## config.mk

```make
export PLATFORM = sky130hd
export DESIGN_NAME = trig_readout_seq
export DESIGN_NICKNAME = d
export VERILOG_FILES = /design/src/rtl/rdo_pkg.sv /design/src/rtl/rdo_evq.sv /design/src/rtl/rdo_low_enc.sv /design/src/rtl/rdo_scan.sv /design/src/rtl/trig_readout_seq.sv
export SDC_FILE = /design/constraint.sdc
export NUM_CORES = 1
export LEC_CHECK = 0
export ABC_CLOCK_PERIOD_IN_PS = 3900
export CORE_UTILIZATION = 30
export CTS_CLUSTER_SIZE = 30
export DETAILED_ROUTE_END_ITERATION = 7
export DONT_BUFFER_PORTS = 1
export MAX_ROUTING_LAYER = met4
export SYNTH_ARGS = -nofsm -noshare
export SYNTH_HDL_FRONTEND = slang
export SYNTH_SLANG_ARGS = --single-unit
```

## constraint.sdc

```tcl
create_clock -name clk -period 3.9 [get_ports clk]
set_input_delay 0.39 -clock clk [delete_from_list [all_inputs] [get_ports clk]]
set_output_delay 0.39 -clock clk [all_outputs]
set_load 0.05 [all_outputs]
```

## src/rtl/rdo_pkg.sv

```systemverilog
// Shared types for the readout sequencer.
// Assumes: nothing beyond standard SystemVerilog.
package rdo_pkg;
    typedef enum logic [1:0] {
        SC_IDLE  = 2'd0,
        SC_ISSUE = 2'd1,
        SC_WAIT  = 2'd2,
        SC_EOE   = 2'd3
    } scan_st_t;
endpackage

```

## src/rtl/rdo_evq.sv

```systemverilog
// Event queue: first-in first-out store of pending hit bitmaps.
// Assumes: push is never asserted when full unless pop is asserted in the same cycle.
module rdo_evq #(
    parameter int DEPTH = 4,
    parameter int W     = 8
) (
    input  logic         clk,
    input  logic         rst_n,
    input  logic         push_i,
    input  logic         pop_i,
    input  logic [W-1:0] din_i,
    output logic [W-1:0] dout_o,
    output logic         empty_o,
    output logic         full_o
);
    localparam int PW = (DEPTH > 1) ? $clog2(DEPTH) : 1;
    localparam int NW = $clog2(DEPTH + 1);

    logic [W-1:0]  mem [DEPTH];
    logic [PW-1:0] wr_ptr, rd_ptr;
    logic [NW-1:0] count;

    // Next pointer value with wrap at DEPTH.
    function automatic logic [PW-1:0] inc_ptr(input logic [PW-1:0] p);
        return (p == PW'(DEPTH - 1)) ? '0 : p + 1'b1;
    endfunction

    // Pointer and occupancy update.
    always_ff @(posedge clk) begin
        if (!rst_n) begin
            wr_ptr <= '0;
            rd_ptr <= '0;
            count  <= '0;
        end else begin
            if (push_i) wr_ptr <= inc_ptr(wr_ptr);
            if (pop_i)  rd_ptr <= inc_ptr(rd_ptr);
            if (push_i && !pop_i)      count <= count + 1'b1;
            else if (pop_i && !push_i) count <= count - 1'b1;
        end
    end

    // Storage write; contents need no reset.
    always_ff @(posedge clk) begin
        if (push_i) mem[wr_ptr] <= din_i;
    end

    assign dout_o  = mem[rd_ptr];
    assign empty_o = (count == '0);
    assign full_o  = (count == NW'(DEPTH));
endmodule

```

## src/rtl/rdo_low_enc.sv

```systemverilog
// Lowest-set-bit encoder: returns the index of the lowest 1 in vec_i.
// Assumes: returns 0 when vec_i is all zero; callers qualify by that case.
module rdo_low_enc #(
    parameter int NCH = 8,
    parameter int CW  = 3
) (
    input  logic [NCH-1:0] vec_i,
    output logic [CW-1:0]  idx_o
);
    // Scan from the top so the lowest set bit wins.
    always_comb begin
        idx_o = '0;
        for (int i = NCH - 1; i >= 0; i--) begin
            if (vec_i[i]) idx_o = CW'(i);
        end
    end
endmodule

```

## src/rtl/rdo_scan.sv

```systemverilog
// Conversion scanner: walks the set bits of one event bitmap in ascending
// order, requests one conversion per set bit and emits tagged words.
// Assumes: adc_done_i only arrives after an adc_start_o request.
module rdo_scan
    import rdo_pkg::*;
#(
    parameter int NCH = 8,
    parameter int CW  = 3,
    parameter int DW  = 10
) (
    input  logic           clk,
    input  logic           rst_n,
    input  logic           launch_i,
    input  logic [NCH-1:0] map_i,
    output logic           idle_o,
    output logic           adc_start_o,
    output logic [CW-1:0]  adc_chan_o,
    input  logic           adc_done_i,
    input  logic [DW-1:0]  adc_data_i,
    output logic           map_valid_o,
    output logic [NCH-1:0] map_o,
    output logic           out_valid_o,
    output logic [CW-1:0]  out_chan_o,
    output logic [DW-1:0]  out_data_o,
    output logic           out_eoe_o
);
    scan_st_t       state;
    logic [NCH-1:0] rem;
    logic [NCH-1:0] rem_next;
    logic [CW-1:0]  cur_chan;

    rdo_low_enc #(.NCH(NCH), .CW(CW)) u_enc (
        .vec_i (rem),
        .idx_o (cur_chan)
    );

    // Remaining mask with the lowest flagged channel removed.
    assign rem_next = rem & (rem - 1'b1);

    // Scanner state, remaining mask and registered outputs.
    always_ff @(posedge clk) begin
        if (!rst_n) begin
            state       <= SC_IDLE;
            rem         <= '0;
            map_o       <= '0;
            map_valid_o <= 1'b0;
            out_valid_o <= 1'b0;
            out_eoe_o   <= 1'b0;
            out_chan_o  <= '0;
            out_data_o  <= '0;
        end else begin
            map_valid_o <= 1'b0;
            out_valid_o <= 1'b0;
            out_eoe_o   <= 1'b0;
            case (state)
                SC_IDLE: begin
                    if (launch_i) begin
                        rem         <= map_i;
                        map_o       <= map_i;
                        map_valid_o <= 1'b1;
                        state       <= (map_i == '0) ? SC_EOE : SC_ISSUE;
                    end
                end
                SC_ISSUE: state <= SC_WAIT;
                SC_WAIT: begin
                    if (adc_done_i) begin
                        out_valid_o <= 1'b1;
                        out_chan_o  <= cur_chan;
                        out_data_o  <= adc_data_i;
                        rem         <= rem_next;
                        if (rem_next == '0) begin
                            out_eoe_o <= 1'b1;
                            state     <= SC_IDLE;
                        end else begin
                            state <= SC_ISSUE;
                        end
                    end
                end
                SC_EOE: begin
                    out_eoe_o <= 1'b1;
                    state     <= SC_IDLE;
                end
                default: state <= SC_IDLE;
            endcase
        end
    end

    assign idle_o      = (state == SC_IDLE);
    assign adc_start_o = (state == SC_ISSUE);
    assign adc_chan_o  = cur_chan;
endmodule

```

## src/rtl/trig_readout_seq.sv

```systemverilog
// Buffered trigger readout sequencer: accepts triggers with hit bitmaps,
// starts conversion at once when idle, otherwise queues the event, and
// drops a trigger with an overflow pulse when the queue is full.
// Assumes: trig_i is a one-cycle pulse per event.
module trig_readout_seq #(
    parameter int NCH   = 8,
    parameter int DW    = 10,
    parameter int DEPTH = 4,
    localparam int CW   = (NCH > 1) ? $clog2(NCH) : 1
) (
    input  logic           clk,
    input  logic           rst_n,
    input  logic           trig_i,
    input  logic [NCH-1:0] hitmap_i,
    input  logic           adc_done_i,
    input  logic [DW-1:0]  adc_data_i,
    output logic           adc_start_o,
    output logic [CW-1:0]  adc_chan_o,
    output logic           out_valid_o,
    output logic [CW-1:0]  out_chan_o,
    output logic [DW-1:0]  out_data_o,
    output logic           out_eoe_o,
    output logic           busy_o,
    output logic           ovf_o,
    output logic           map_valid_o,
    output logic [NCH-1:0] map_o
);
    logic           scan_idle;
    logic           q_empty, q_full;
    logic [NCH-1:0] q_head;
    logic           launch, pop, push_req, push;
    logic [NCH-1:0] launch_map;

    // Launch the oldest queued event, or the new trigger when nothing waits.
    assign pop        = scan_idle && !q_empty;
    assign launch     = scan_idle && (!q_empty || trig_i);
    assign launch_map = q_empty ? hitmap_i : q_head;
    assign push_req   = trig_i && !(scan_idle && q_empty);
    assign push       = push_req && (!q_full || pop);

    rdo_evq #(.DEPTH(DEPTH), .W(NCH)) u_evq (
        .clk     (clk),
        .rst_n   (rst_n),
        .push_i  (push),
        .pop_i   (pop),
        .din_i   (hitmap_i),
        .dout_o  (q_head),
        .empty_o (q_empty),
        .full_o  (q_full)
    );

    rdo_scan #(.NCH(NCH), .CW(CW), .DW(DW)) u_scan (
        .clk         (clk),
        .rst_n       (rst_n),
        .launch_i    (launch),
        .map_i       (launch_map),
        .idle_o      (scan_idle),
        .adc_start_o (adc_start_o),
        .adc_chan_o  (adc_chan_o),
        .adc_done_i  (adc_done_i),
        .adc_data_i  (adc_data_i),
        .map_valid_o (map_valid_o),
        .map_o       (map_o),
        .out_valid_o (out_valid_o),
        .out_chan_o  (out_chan_o),
        .out_data_o  (out_data_o),
        .out_eoe_o   (out_eoe_o)
    );

    // Overflow pulse for a trigger that found no room.
    always_ff @(posedge clk) begin
        if (!rst_n) ovf_o <= 1'b0;
        else        ovf_o <= push_req && !push;
    end

    assign busy_o = !scan_idle || !q_empty;
endmodule

```

==> tab_implementation.tex <==
\begin{tabular}{lr}
\hline
Metric & Value \\
\hline
\multicolumn{2}{l}{\textbf{Run status}} \\
\quad Result of the run & finished, final reports clean \\
\multicolumn{2}{l}{\textbf{Drt}} \\
\quad First drt pass iteration count & 4 \\
\quad DR vias & around 2100 \\
\quad Routed length per placed instance & about 16 um \\
\quad WL final & 6.72 mm \\
\quad Count of routing violations after the opening detailed-route iteration & 65 \\
\quad Routed Antenna Nets & 0 \\
\quad Drt drc & 0 \\
\quad Number of vias per cell & approximately 5 \\
\multicolumn{2}{l}{\textbf{Layout}} \\
\quad Post-layout net count & about 320 \\
\quad Area growth syn-to-layout & 10.8\% \\
\quad Diodes inserted & 0 \\
\quad Filler Cells Inserted & $\sim$1000 \\
\quad Fraction of layout instances using a drive strength above 1 & between 10 and 15\% \\
\quad Most frequent cells in the layout & 49 x nand2\_1, 44 x dfxtp\_1, 36 x a21oi\_1 \\
\quad Most common cell after layout, fill and taps aside & nand2\_1 \\
\multicolumn{2}{l}{\textbf{Timing}} \\
\quad Final Hold Vio Count & 0 \\
\quad Setup Total Neg Slack & 0 ps \\
\quad Relative slew slack & between 20\% and 30\% \\
\quad Post-Route Skew & a little over 7 ps \\
\quad RSZ-0062 raised after global routing & false \\
\quad Post-layout minimum cycle time & between 2000 and 3000 ps \\
\quad Max-slew violations & 0 \\
\quad Transition time of the tightest slew-check pin & 1070 ps \\
\quad Maximum frequency from static timing analysis & between 0.3 and 0.4 GHz \\
\quad Crit share post-route & roughly two thirds \\
\quad Total of endpoints with negative setup slack in the final report & 0 \\
\quad Final Worst Setup Slack & between 1000 and 1500 ps \\
\multicolumn{2}{l}{\textbf{Logic synthesis}} \\
\quad Most used DFF post-synth & dfxtp\_1 \\
\quad Post-Synthesis Cell Area & approximately 3200 um2 \\
\quad Proportion of netlist area held by the largest area contributor & between 30\% and 40\% \\
\quad Count of warnings emitted by yosys & 0 \\
\quad Number of different library cells in the post-synthesis netlist & 37 \\
\quad Leading post-synthesis cells by cell area & edfxtp\_1 30\%, dfxtp\_1 28\%, nand2\_1 5.8\%, a21oi\_1 5.7\%, mux4\_2 5.7\% \\
\quad Count of state elements after synthesis & between 70 and 80 \\
\quad Mapped Nets & 319 \\
\quad Async set or reset register ratio after synthesis & 0\% \\
\quad EDFF count, synth & 32 \\
\quad Post-Synthesis Mean Instance Area & $\sim$11 um2 \\
\quad Gate Count Post-Synth & 290 \\
\quad Sequential cell area fraction in the yosys report & between 50 and 60\% \\
\quad Cell type with the largest total area after synthesis & edfxtp\_1 \\
\multicolumn{2}{l}{\textbf{CTS}} \\
\quad CTS tree & done \\
\quad Number of buffers created by CTS & 9 \\
\quad Hold buffer count at CTS & 0 \\
\quad Clock Sinks & 76 \\
\quad Number of H-tree levels & 3 \\
\quad Maximum root-to-sink buffer count & 2 \\
\quad Clock latency reported for the late side of the worst-skew pair & 340 ps \\
\quad Clock edge transition at the registers on the reported setup and hold paths & $\sim$80 ps \\
\quad Root Buffer & clkbuf\_8 \\
\quad Post-CTS Setup Inserts & 0 \\
\quad Quantity of gates resized following cts & 0 \\
\multicolumn{2}{l}{\textbf{Power}} \\
\quad Leakage dissipation & $\sim$1.2 nW \\
\quad Power density over the cells & 897 nW/um2 \\
\quad Maximum resistive drop on vdd & roughly 0.00026 V \\
\multicolumn{2}{l}{\textbf{GRT}} \\
\quad Vias in the first global route & between 2000 and 2500 \\
\quad Initial antenna violation count & 0 \\
\quad Wire length of the first global-routing pass & around 11 mm \\
\quad Tot GR Track Use & a little over an eighth \\
\quad GR Overflow Total & 0 \\
\quad Pin count of the biggest net entering global routing & 32 \\
\multicolumn{2}{l}{\textbf{Place}} \\
\quad Pre-CTS setup slack & $\sim$1400 ps \\
\quad Count of buffers from port buffering & 0 \\
\quad RePlAce Congestion & 0.799 \\
\quad DPL Wire Length & 4.75 mm \\
\multicolumn{2}{l}{\textbf{Critical path}} \\
\quad CP Data Arrival Time & $\sim$2800 ps \\
\quad Endpoint type of the worst setup path & flop \\
\quad Critical Path Source Type & flop \\
\quad Critical path class & flop to flop \\
\quad Max Fanout on Critical Path & 7 \\
\quad Critical Path RT & 4170 ps \\
\multicolumn{2}{l}{\textbf{Floorplan}} \\
\quad Number of top-level design ports & between 50 and 60 \\
\quad Initial Util & between 30\% and 40\% \\
\quad Die width & roughly 100 um \\
\quad Num rows & 37 \\
\quad Total Die Area & about 11000 um2 \\
\quad Die outline height & around 100 um \\
\quad Core region area & roughly 10000 um2 \\
\multicolumn{2}{l}{\textbf{Job}} \\
\quad Max Cap Viol & 0 \\
\multicolumn{2}{l}{\textbf{Hold path}} \\
\quad Class of the tightest hold or removal check & primary input to flop \\
\hline
\end{tabular}
[synth_stat cells (6+ instances only)]
master    number
ha_1           6
clkbuf_1      12
nand2_1       49
a21boi_1       6
a21oi_1       36
o21a_1         7
nor2_1        26
dfxtp_1       44
edfxtp_1      32
mux4_2         8
[logic make-up (layout without fill, tap and decap cells)]
logic type               Yosys count  after routing  share of synthesized area [%]
buffers and inverters             21             24                           3.04
multiplexers                      11             11                           6.63
XOR/XNOR                           3              3                          0.829
flip-flops                        76             76                           58.1
AND/OR/NAND/NOR                  102            102                           14.0
AO/OA/AOI/OAI                     69             69                           14.1
adder cells (fa/ha/maj)            8              8                           3.31
[worst max-delay path, stage by stage (launching register included)]
cell and delay (ps):
dfxtp_1 370, nor2_1 370, xnor2_1 170, o31a_1 270
ha_1 230, inv_1 60, fa_1 370, xor2_1 160
or3_1 310, a21oi_1 140
[metrics by stage]
step | cell area (um2) | utilization, % | cells | hold WS, ps | total power, mW
floorplan | 3170 | - | 290 | 454 | 2.28
detailed placement | 3290 | 32.0 | 413 | 483 | 2.51
finish | 3510 | 34.2 | 429 | 135 | 3.15
global route | 3510 | 34.2 | 429 | 106 | 3.36
CTS | 3510 | 34.2 | 429 | 113 | 3.19
global placement | 3290 | 32.0 | 413 | 484 | 2.48
[power by group]
group / switching (mW) / total (mW) / internal [mW]
clock network: 0.305 / 0.669 / 0.365
logic: 0.684 / 1.11 / 0.423
registers: 0.370 / 1.38 / 1.01
[cell type report]
type	count	area, um2	area share (%)
well taps	136	170	4.84
repair buffers	3	22.5	0.641
clock buffers	9	124	3.52
multi-input cells	193	1240	35.2
flip-flops and latches	76	1840	52.4
clock inverters	7	98.8	2.81
inverters	5	18.8	0.534
[sequential cells by signal (all words and copies together) (netlist names), named ones only]
register            flops
u_evq.wr_ptr            2
u_scan.state            2
u_evq.mem              32
u_evq.rd_ptr            2
u_scan.out_valid_o      1
u_scan.out_data_o      10
u_scan.out_chan_o       3
u_scan.map_o            8
u_evq.count             3
u_scan.out_eoe_o        1
u_scan.rem              8
u_scan.map_valid_o      1
ovf_o                   1
[path summary, 6_finish.rpt]
path	startpoint	endpoint	slack [ps]	cells after the start
min	hitmap_i[2]	u_evq.mem[0][2]	130	0
max	u_scan.state[0]	u_evq.count[2]	1370	9
max reg2reg	u_scan.state[0]	u_evq.count[2]	1370	9
min reg2reg	u_evq.rd_ptr[1]	flop	500	2
[layer usage]
layer / share of wire (%) / up-vias / global-route usage [%]
met3: 6.5 / 8 / 4.74
met4: 1.3 / 0 / 4.23
met1: 47 / 1011 / 17.2
met5: 0 / - / -
li1: - / 1032 / -
met2: 45 / 48 / 19.7
Power figures use the tool's default switching activity.
